$ cat src/rtl/smi_pkg.sv
// Shared types for the serial management slave.
// Assumes: frames are decoded one bit per serial clock rising edge.
package smi_pkg;
    typedef enum logic [2:0] {
        ST_HUNT,
        ST_SFD,
        ST_OP,
        ST_DEV,
        ST_REG,
        ST_TA,
        ST_DATA
    } smi_state_e;

    localparam logic [1:0] OP_READ  = 2'b10;
    localparam logic [1:0] OP_WRITE = 2'b01;
endpackage

$ cat src/rtl/smi_edge_sync.sv
// Brings the serial clock and data line into the system clock domain and
// flags serial clock rising and falling edges as one-cycle pulses.
// Assumes: the serial clock runs far slower than clk (at least 8 clk per
// half period), and the data line is stable around each rising edge.
module smi_edge_sync #(
    parameter int SYNC_STAGES = 2
) (
    input  logic clk,
    input  logic rst_n,
    input  logic mdc,
    input  logic mdio_i,
    output logic rise,
    output logic fall,
    output logic bit_val
);
    logic [SYNC_STAGES:0]   mdc_q;
    logic [SYNC_STAGES-1:0] dio_q;

    // Synchroniser chains; the serial clock idles high, so reset to ones
    always_ff @(posedge clk) begin
        if (!rst_n) begin
            mdc_q <= '1;
            dio_q <= '1;
        end else begin
            mdc_q <= {mdc_q[SYNC_STAGES-1:0], mdc};
            dio_q <= {dio_q[SYNC_STAGES-2:0], mdio_i};
        end
    end

    assign rise    = mdc_q[SYNC_STAGES-1] & ~mdc_q[SYNC_STAGES];
    assign fall    = ~mdc_q[SYNC_STAGES-1] & mdc_q[SYNC_STAGES];
    assign bit_val = dio_q[SYNC_STAGES-1];
endmodule

$ cat src/rtl/smi_frame_fsm.sv
// Frame decoder: hunts for the preamble, checks the start pattern, opcode
// and device number, collects the register number and data, and issues
// one-clock read and write strobes on the register bus.
// Assumes: rise/bit_val come from smi_edge_sync; any failed check returns
// to preamble hunting with the preamble count cleared.
module smi_frame_fsm
    import smi_pkg::*;
#(
    parameter int PRE_LEN = 32,
    parameter int DEV_W   = 2,
    parameter int AW      = 8,
    parameter int DW      = 8
) (
    input  logic             clk,
    input  logic             rst_n,
    input  logic             rise,
    input  logic             bit_val,
    input  logic [DEV_W-1:0] strap,
    output logic [AW-1:0]    reg_addr,
    output logic [DW-1:0]    reg_wdata,
    output logic             reg_we,
    output logic             reg_re
);
    localparam int FMAX = (2 * DW > AW) ? 2 * DW : AW;
    localparam int CW   = $clog2(FMAX);
    localparam int PW   = $clog2(PRE_LEN + 1);

    smi_state_e    state;
    logic [PW-1:0] pre_cnt;
    logic [CW-1:0] fld_cnt;
    logic [FMAX-1:0] sh;
    logic          is_read;
    logic          fld_last;
    logic [FMAX-1:0] sh_next;

    // Marks the final bit of the field the decoder is in
    always_comb begin
        case (state)
            ST_OP, ST_TA: fld_last = (fld_cnt == CW'(1));
            ST_DEV:       fld_last = (fld_cnt == CW'(DEV_W - 1));
            ST_REG:       fld_last = (fld_cnt == CW'(AW - 1));
            ST_DATA:      fld_last = (fld_cnt == CW'(2 * DW - 1));
            default:      fld_last = 1'b0;
        endcase
    end

    assign sh_next = {sh[FMAX-2:0], bit_val};

    // Frame sequencing, field capture and strobe generation
    always_ff @(posedge clk) begin
        if (!rst_n) begin
            state     <= ST_HUNT;
            pre_cnt   <= '0;
            fld_cnt   <= '0;
            sh        <= '0;
            is_read   <= 1'b0;
            reg_addr  <= '0;
            reg_wdata <= '0;
            reg_we    <= 1'b0;
            reg_re    <= 1'b0;
        end else begin
            reg_we <= 1'b0;
            reg_re <= 1'b0;
            if (rise) begin
                sh <= sh_next;
                if (state != ST_HUNT && state != ST_SFD)
                    fld_cnt <= fld_last ? '0 : fld_cnt + 1'b1;
                case (state)
                    ST_HUNT: begin
                        if (bit_val) begin
                            if (pre_cnt != PW'(PRE_LEN)) pre_cnt <= pre_cnt + 1'b1;
                        end else begin
                            if (pre_cnt == PW'(PRE_LEN)) state <= ST_SFD;
                            pre_cnt <= '0;
                        end
                        fld_cnt <= '0;
                    end
                    ST_SFD:  state <= bit_val ? ST_OP : ST_HUNT;
                    ST_OP: if (fld_last) begin
                        if (sh_next[1:0] == OP_READ) begin
                            is_read <= 1'b1;
                            state   <= ST_DEV;
                        end else if (sh_next[1:0] == OP_WRITE) begin
                            is_read <= 1'b0;
                            state   <= ST_DEV;
                        end else begin
                            state   <= ST_HUNT;
                        end
                    end
                    ST_DEV: if (fld_last)
                        state <= (sh_next[DEV_W-1:0] == strap) ? ST_REG : ST_HUNT;
                    ST_REG: if (fld_last) begin
                        reg_addr <= sh_next[AW-1:0];
                        reg_re   <= is_read;
                        state    <= ST_TA;
                    end
                    ST_TA: if (fld_last) state <= ST_DATA;
                    ST_DATA: if (fld_last) begin
                        if (!is_read) begin
                            reg_wdata <= sh_next[DW-1:0];
                            reg_we    <= 1'b1;
                        end
                        state <= ST_HUNT;
                    end
                    default: state <= ST_HUNT;
                endcase
            end
        end
    end

    assert_strobe_excl_R11: assert property (@(posedge clk) disable iff (!rst_n)
        !(reg_we && reg_re));
    assert_we_pulse_R11: assert property (@(posedge clk) disable iff (!rst_n)
        reg_we |=> !reg_we);
    assert_re_pulse_R11: assert property (@(posedge clk) disable iff (!rst_n)
        reg_re |=> !reg_re);
    assert_we_after_sample_R2: assert property (@(posedge clk) disable iff (!rst_n)
        reg_we |-> $past(rise));
    assert_re_after_sample_R3: assert property (@(posedge clk) disable iff (!rst_n)
        reg_re |-> $past(rise));
endmodule

$ cat src/rtl/smi_tx.sv
// Read-return shifter: after a read strobe, counts serial clock falling
// edges, leaves the first turnaround bit undriven, drives 0 in the second,
// shifts out the zero-padded data word MSB first and then releases the line.
// Assumes: reg_rdata is valid in the cycle the load pulse is high, and the
// first falling edge after load starts the first turnaround bit.
module smi_tx #(
    parameter int DW = 8
) (
    input  logic          clk,
    input  logic          rst_n,
    input  logic          fall,
    input  logic          load,
    input  logic [DW-1:0] rdata,
    output logic          mdio_o,
    output logic          mdio_oe
);
    localparam int FW        = $clog2(2 * DW + 3);
    localparam int FIRST_D   = 2;
    localparam int LAST_D    = 2 * DW + 1;
    localparam int RELEASE_N = 2 * DW + 2;

    logic [FW-1:0]   fcnt;
    logic [2*DW-1:0] sh;
    logic            armed;

    // Falling-edge sequencing of the returned turnaround and data bits
    always_ff @(posedge clk) begin
        if (!rst_n) begin
            fcnt    <= '0;
            sh      <= '0;
            armed   <= 1'b0;
            mdio_o  <= 1'b0;
            mdio_oe <= 1'b0;
        end else if (load) begin
            fcnt    <= '0;
            sh      <= {{DW{1'b0}}, rdata};
            armed   <= 1'b1;
            mdio_o  <= 1'b0;
            mdio_oe <= 1'b0;
        end else if (fall && armed) begin
            fcnt <= fcnt + 1'b1;
            if (fcnt == FW'(1)) begin
                mdio_oe <= 1'b1;
                mdio_o  <= 1'b0;
            end else if (fcnt >= FW'(FIRST_D) && fcnt <= FW'(LAST_D)) begin
                mdio_o <= sh[2*DW-1];
                sh     <= {sh[2*DW-2:0], 1'b0};
            end else if (fcnt == FW'(RELEASE_N)) begin
                mdio_oe <= 1'b0;
                mdio_o  <= 1'b0;
                armed   <= 1'b0;
            end
        end
    end

    assert_oe_moves_on_fall_R5: assert property (@(posedge clk) disable iff (!rst_n)
        (mdio_oe != $past(mdio_oe)) |-> $past(fall));
    assert_first_drive_zero_R4: assert property (@(posedge clk) disable iff (!rst_n)
        $rose(mdio_oe) |-> (mdio_o == 1'b0));
endmodule

$ cat src/rtl/smi_slave.sv
// Serial management slave top: synchroniser, frame decoder and read-return
// shifter joined to a parallel register bus on the system clock.
// Assumes: one host drives mdc and the data line; the pad merges mdio_o,
// mdio_oe and the host drive into mdio_i.
module smi_slave #(
    parameter int PRE_LEN     = 32,
    parameter int SYNC_STAGES = 2,
    parameter int DEV_W       = 2,
    parameter int AW          = 8,
    parameter int DW          = 8
) (
    input  logic             clk,
    input  logic             rst_n,
    input  logic [DEV_W-1:0] strap_addr,
    input  logic             mdc,
    input  logic             mdio_i,
    output logic             mdio_o,
    output logic             mdio_oe,
    output logic [AW-1:0]    reg_addr,
    output logic [DW-1:0]    reg_wdata,
    output logic             reg_we,
    output logic             reg_re,
    input  logic [DW-1:0]    reg_rdata
);
    logic rise, fall, bit_val;

    smi_edge_sync #(.SYNC_STAGES(SYNC_STAGES)) u_sync (
        .clk(clk), .rst_n(rst_n), .mdc(mdc), .mdio_i(mdio_i),
        .rise(rise), .fall(fall), .bit_val(bit_val)
    );

    smi_frame_fsm #(.PRE_LEN(PRE_LEN), .DEV_W(DEV_W), .AW(AW), .DW(DW)) u_fsm (
        .clk(clk), .rst_n(rst_n), .rise(rise), .bit_val(bit_val),
        .strap(strap_addr), .reg_addr(reg_addr), .reg_wdata(reg_wdata),
        .reg_we(reg_we), .reg_re(reg_re)
    );

    smi_tx #(.DW(DW)) u_tx (
        .clk(clk), .rst_n(rst_n), .fall(fall), .load(reg_re),
        .rdata(reg_rdata), .mdio_o(mdio_o), .mdio_oe(mdio_oe)
    );

    assert_no_drive_on_write_R5: assert property (@(posedge clk) disable iff (!rst_n)
        reg_we |-> !mdio_oe);
    assert_no_drive_at_read_strobe_R5: assert property (@(posedge clk) disable iff (!rst_n)
        reg_re |-> !mdio_oe);
endmodule

$ cat config.mk
export PLATFORM = sky130hd
export DESIGN_NAME = smi_slave
export DESIGN_NICKNAME = d
export VERILOG_FILES = /design/src/rtl/smi_pkg.sv /design/src/rtl/smi_edge_sync.sv /design/src/rtl/smi_frame_fsm.sv /design/src/rtl/smi_tx.sv /design/src/rtl/smi_slave.sv
export SDC_FILE = /design/constraint.sdc
export NUM_CORES = 1
export LEC_CHECK = 0
export CORE_MARGIN = 3
export CORE_UTILIZATION = 47
export DETAILED_ROUTE_END_ITERATION = 10
export DONT_BUFFER_PORTS = 1
export PLACE_DENSITY_LB_ADDON = 0.1
export SLEW_MARGIN = 20
export SYNTH_ARGS = -nofsm -noshare
export SYNTH_HDL_FRONTEND = slang
export SYNTH_SLANG_ARGS = --single-unit
$ cat constraint.sdc
create_clock -name clk -period 3.65 [get_ports clk]
set_input_delay 0.73 -clock clk [delete_from_list [all_inputs] [get_ports clk]]
set_output_delay 0.73 -clock clk [all_outputs]
set_load 0.01 [all_outputs]
==> results of run 1 <==
routing by layer:
metal,vias up,global-route usage [%],part of all wire [%]
met5,-,0,0
met2,43,22.0,42
li1,1143,-,-
met4,0,7.95,1.2
met3,5,4.26,5.5
met1,1003,22.5,51
worst max path at each step:
stage                   startpoint                 end
floorplan           u_fsm.state[1]  u_fsm.reg_wdata[0]
global placement    u_fsm.state[1]   u_fsm.reg_addr[2]
detailed placement  u_fsm.state[1]   u_fsm.reg_addr[4]
CTS                 u_fsm.state[1]   u_fsm.reg_addr[6]
global route        u_fsm.state[1]   u_fsm.reg_addr[1]
finish              u_fsm.state[1]   u_fsm.reg_addr[6]
power by group:
part | switching, uW | internal [uW] | total, uW
Sequential | 3.40 | 745 | 748
Combinational | 10.8 | 8.70 | 19.5
Clock | 251 | 331 | 582
Total | 266 | 1080 | 1350
area by class of cell:
cell class | instances | area [um2]
fillers | 591 | 2880
well taps | 75 | 93.8
flip-flops and latches | 68 | 1360
repair buffers | 2 | 15.0
inverters | 8 | 30.0
clock buffers | 13 | 149
clock inverters | 2 | 35.0
multi-input cells | 243 | 1600
sequential cells by signal (all words and copies together), names as in the netlist:
signal	cells
u_tx.fcnt	5
u_fsm.reg_wdata	8
u_fsm.is_read	1
u_sync.dio_q	2
u_fsm.pre_cnt	6
u_fsm.sh	7
u_tx.mdio_o	1
u_fsm.reg_we	1
u_fsm.state	3
u_tx.sh	16
u_tx.mdio_oe	1
u_fsm.reg_re	1
u_fsm.fld_cnt	4
u_sync.mdc_q	3
u_tx.armed	1
u_fsm.reg_addr	8
cell usage in the layout (no fill, tap or decap), types with 2 or more instances in the layout:
cell type | netlist | routed
dfxtp_1 | 68 | 68
nand2_1 | 48 | 48
mux2i_1 | 37 | 37
nor2_1 | 24 | 24
nor2b_1 | 15 | 15
a21oi_1 | 14 | 14
o21ai_0 | 13 | 13
clkbuf_8 | 0 | 10
a21boi_0 | 9 | 9
ha_1 | 9 | 9
inv_1 | 8 | 8
xor2_1 | 8 | 8
nand2b_1 | 7 | 7
nand3_1 | 5 | 5
nand4_1 | 5 | 5
o21bai_1 | 4 | 4
and2_1 | 4 | 4
nor3b_1 | 3 | 3
nor3_1 | 3 | 3
nand3b_1 | 3 | 3
nor4_1 | 3 | 3
clkbuf_1 | 9 | 3
a211oi_1 | 2 | 2
xnor2_1 | 2 | 2
or4_1 | 2 | 2
o21ai_1 | 2 | 2
buf_4 | 1 | 2
cells by family (layout without fill, tap and decap cells):
group	after synthesis	count (layout)
AO/OA/AOI/OAI	52	52
XOR/XNOR	10	10
multiplexers	38	38
buffers and inverters	27	25
AND/OR/NAND/NOR	134	134
adder cells (fa/ha/maj)	9	9
flip-flops	68	68
stage by stage:
stage	instances	hold slack, ns	setup slack [ns]	utilization, %	power, uW
floorplan	338	0.386	1.67	-	788
global placement	396	0.389	1.34	50.2	785
detailed placement	396	0.395	1.27	50.2	785
CTS	411	0.406	1.24	53.2	1370
global route	411	0.442	0.999	53.2	1400
finish	411	0.407	1.28	53.2	1350
worst max-delay path, cell delays in order, from the launching register on:
cell and delay (ns):
dfxtp_1 0.52, inv_1 0.10, ha_1 0.29, or2_2 0.28, mux2i_2 0.21, nand3_1 0.47
mux2i_1 0.31, nor2b_1 0.07
==> metrics.txt, run 1 <==
adder-cell area share of the yosys netlist 3.63%; final period utilization 65.0%; XOR/XNOR Fraction of Synth Area 2.83%; Reg clk slew, reported paths 0.07 ns; Compound-Gate Fraction of Synth Area 10.4%; Die Ht 87.2 um; Worst Min Path Start u_sync.dio_q[0]; initial antenna violation count 0; worst r2r src u_fsm.state[1]; cell with the most instances after synthesis dfxtp_1; fmax 421 MHz; syn_nets 361; Syn Area/Cell 9.17 um2; CTS-repair resized insts 0; CTS buffer count 9; worst hold path cell count 1; grt total ovfl 0; mux cell area share after synthesis 12.4%; Post-synth EDFFs 0; Leakage 0.00115 uW; Avg Vias per Cell 5.34; Post-CTS Hold Buffers 0; Initial Util 50.3%; final setup TNS 0 ns; FP Rows 28; Finished Cell Area 3280 um2; share of cells above drive strength 1 6.85%; Clock Latency Late Sink 0.32 ns; YS warnings 0; Synth Area in Simple Gates 22.2%; CP Capture Type flop; num ports 34; core footprint 6170 um2; H-tree lvl count 3; Yosys cell types 50; # port buffers 0; critical path type flop to flop; FF-to-FF End u_fsm.reg_addr[6]; DRC viols 0; Area contributors post-synth dfxtp_1 (44%), mux2i_1 (12%), nand2_1 (5.8%), ha_1 (3.6%), nor2b_1 (3.0%); Post-Synthesis Cells 338; via count 2,194; vias in the first global route 1,991; Power Dens Cells 411 nW/um2; Worst EP arrival 2.58 ns; total of max-cap violations 0; final setup fails 0; Yosys top cell by area dfxtp_1; Hold Path Sink u_sync.dio_q[1]; unrepaired setup endpoints after global routing false; CP max FO 12; largest family of logic cells by synthesized area simple AND/OR/NAND/NOR gates; Post-DP Area 3100 um2; nets@finish 355; synth-to-layout area growth 5.89%; Worst R2R Setup Slack 1.28 ns; synthesized cell area 3100 um2; CTS Root Buffer Type clkbuf_8; die width 87.2 um; gpl congestion 0.754; peak supply drop 0.228 mV; CTS tree done; Critical Path RT 3.86 ns; GRT Resource Usage Total 15.9%; status completed; DR WL/cell 13.9 um; R2R cell count 7; post-CTS setup buffers 0; flops & latches, synth 68; Synth top cells by count dfxtp_1 (68), nand2_1 (48), mux2i_1 (37); max-slew violations 0; Slew headroom 44.0%; number of DRC markers in iteration 0 99; post-DP HPWL 3.82 mm; Routed WL 5.69 mm; global-route wire length before repair 9.55 mm; sequential share of the synthesized area 43.9%; final hold violations 0; Yosys top cell area share 43.9%; CTS max path bufs 2; ys flop type dfxtp_1; Clock Sinks 68; 1st-pass router iterations 4; Layout Skew 0.00826 ns; fin crit period 2.37 ns; Slew @ Worst Pin 0.838 ns; Hold Path Class flop to flop; Async SR Flop Fraction 0%; antenna viol nets, final 0; largest net degree at the start of global routing 66; type of origin of the critical path flop; Ant. Diodes 0; Die Footprint 7600 um2
No activity file was read; power rests on OpenSTA's default activity.
==> run 2: changes to the inputs <==
==> constraint.sdc (replaced) <==
create_clock -name clk -period 2.4 [get_ports clk]
set_input_delay 0.48 -clock clk [delete_from_list [all_inputs] [get_ports clk]]
set_output_delay 0.48 -clock clk [all_outputs]
set_load 0.01 [all_outputs]
==> run 2 against run 1 <==
  * Highest routed layer unchanged
  * Sequential power rose by 52%
  * Maximum frequency rose by 18%
  * Sequential share of layout area fell by 0.65 points
  * Sequential cell count did not move
  * Combinational power rose by 65%
  * Largest cell class unchanged
==> metrics.txt, run 2 (synthesis gave the netlist of run 1 again) <==
nets@finish 361; # port buffers 0; Power Dens Cells 624 nW/um2; Post-CTS Hold Buffers 0; Reg area 1360 um2; DR WL/cell 13.7 um; Initial Util 50.3%; Reg clk slew, reported paths 0.08 ns; Hold Path Class primary input to flop; dpl cells 402; share of cells above drive strength 1 9.06%; Combinational Power Share 1.5%; Fill cells 585; CP max FO 9; synth-to-layout area growth 7.59%; GRT Resource Usage Total 16.4%; Int Power 1650 uW; antenna viol nets, final 0; total power 2080 uW; Die Ht 87.2 um; initial antenna violation count 0; most frequent cells in the layout dfxtp_1 (68), nand2_1 (48), mux2i_1 (37); Slew @ Worst Pin 0.565 ns; clock share of power 43.8%; largest net degree at the start of global routing 66; Largest register FFs 16; switching share of total power 20.7%; Post-DP Area 3140 um2; num ports 34; via count 2,208; Top Registers u_tx.sh x16, u_fsm.reg_addr x8, u_fsm.reg_wdata x8; Routed WL 5.70 mm; unrepaired setup endpoints after global routing false; Leakage 0.00118 uW; Hold Path Sink u_sync.dio_q[0]; fin crit period 2.02 ns; post-DP HPWL 3.85 mm; commonest non-fill, non-tap cell in the layout dfxtp_1; Critical Path RT 2.67 ns; worst hold path cell count 1; total of max-cap violations 0; type of origin of the critical path flop; R2R cell count 8; Seq pwr share 54.6%; Ant. Diodes 0; Slew headroom 62.3%; die width 87.2 um; final hold violations 0; 1st-pass router iterations 4; critical path type flop to flop; gpl congestion 0.785; CP Capture Type flop; max-slew violations 0; CTS Root Buffer Type clkbuf_8; CTS max path bufs 2; global-route wire length before repair 9.99 mm; final setup fails 0; DRC viols 0; worst r2r src u_fsm.state[1]; Cell Count, Final, Fillers Out 417; core footprint 6170 um2; H-tree lvl count 3; Clock Latency Late Sink 0.34 ns; NetSw 432 uW; fmax 495 MHz; CTS-repair resized insts 0; CTS buffer count 9; FF-to-FF End u_fsm.reg_wdata[7]; final setup TNS 0 ns; Die Footprint 7600 um2; number of DRC markers in iteration 0 81; Worst EP arrival 2.29 ns; Finished Cell Area 3330 um2; Avg Vias per Cell 5.29; final period utilization 84.2%; Worst R2R Setup Slack 0.38 ns; CTS tree done; multi-input logic area 1600 um2; Layout Skew 0.0117 ns; vias in the first global route 2,189; grt total ovfl 0; Worst Min Path Start rst_n; Clock Sinks 68; status completed; post-CTS setup buffers 0; FP Rows 28; peak supply drop 0.495 mV; register bank with the most flops u_tx.sh
==> run 2: cell types whose count changed in the layout (fill, tap and decap cells not counted) <==
cell / before / now
buf_4: 2 / 8
clkbuf_1: 3 / 1
clkinvlp_4: 0 / 2
==> run 2: cell type report <==
| cell class | instances | share of cell area [%] |
|---|---|---|
| clock inverter | 4 | 1.50 |
| timing repair buffer | 8 | 1.80 |
| multi-input combinational | 243 | 47.9 |
| clock buffer | 11 | 4.24 |
| sequential | 68 | 40.8 |
| inverter | 8 | 0.901 |
| tap | 75 | 2.81 |
==> run 2: critical path, stage by stage (launching register included) <==
cell,delay [ns]
dfxtp_1,0.33
inv_1,0.06
ha_1,0.28
or2_2,0.28
mux2i_2,0.21
nand3_2,0.17
nor4_2,0.16
buf_4,0.24
mux2i_1,0.21
==> run 2: power groups by stage <==
stage	Clock, uW	Combinational [uW]	Sequential, uW
3_5_place_dp	0	32.8	1160
3_3_place_gp	0	33.2	1160
6_report	912	32.2	1140
2_1_floorplan	0	38.5	1160
4_1_cts	943	32.9	1140
5_1_grt	992	37.1	1140
==> run 2: worst max path at each step <==
stage	slack (ns)	startpoint	to
6_report	0.38	u_fsm.state[1]	u_fsm.reg_wdata[7]
4_1_cts	0.37	u_fsm.state[1]	u_fsm.reg_wdata[7]
3_3_place_gp	0.46	u_tx.fcnt[1]	u_tx.sh[4]
3_5_place_dp	0.40	u_fsm.state[1]	u_fsm.reg_wdata[7]
5_1_grt	0.21	u_fsm.state[1]	u_fsm.reg_wdata[6]
2_1_floorplan	0.42	u_fsm.state[1]	u_fsm.reg_wdata[0]
==> run 2: per-layer routing <==
metal | part of all wire [%] | GRT usage [%] | wire [um] | vias up
li1 | - | - | - | 1154
met1 | 49 | 20.5 | 2800 | 1005
met2 | 44 | 26.6 | 2500 | 45
met3 | 6.2 | 6.43 | 355 | 4
met4 | 0.79 | 4.32 | 45 | 0
met5 | 0 | 0 | 0 | -
==> run 2: through the flow <==
| step | hold slack, ns | util (%) | worst slack, ns |
|---|---|---|---|
| 2_1_floorplan | 0.386 | - | 0.422 |
| 3_3_place_gp | 0.396 | 51.0 | 0.462 |
| 3_5_place_dp | 0.398 | 51.0 | 0.403 |
| 4_1_cts | 0.219 | 54.1 | 0.374 |
| 5_1_grt | 0.211 | 54.1 | 0.209 |
| 6_report | 0.239 | 54.1 | 0.380 |
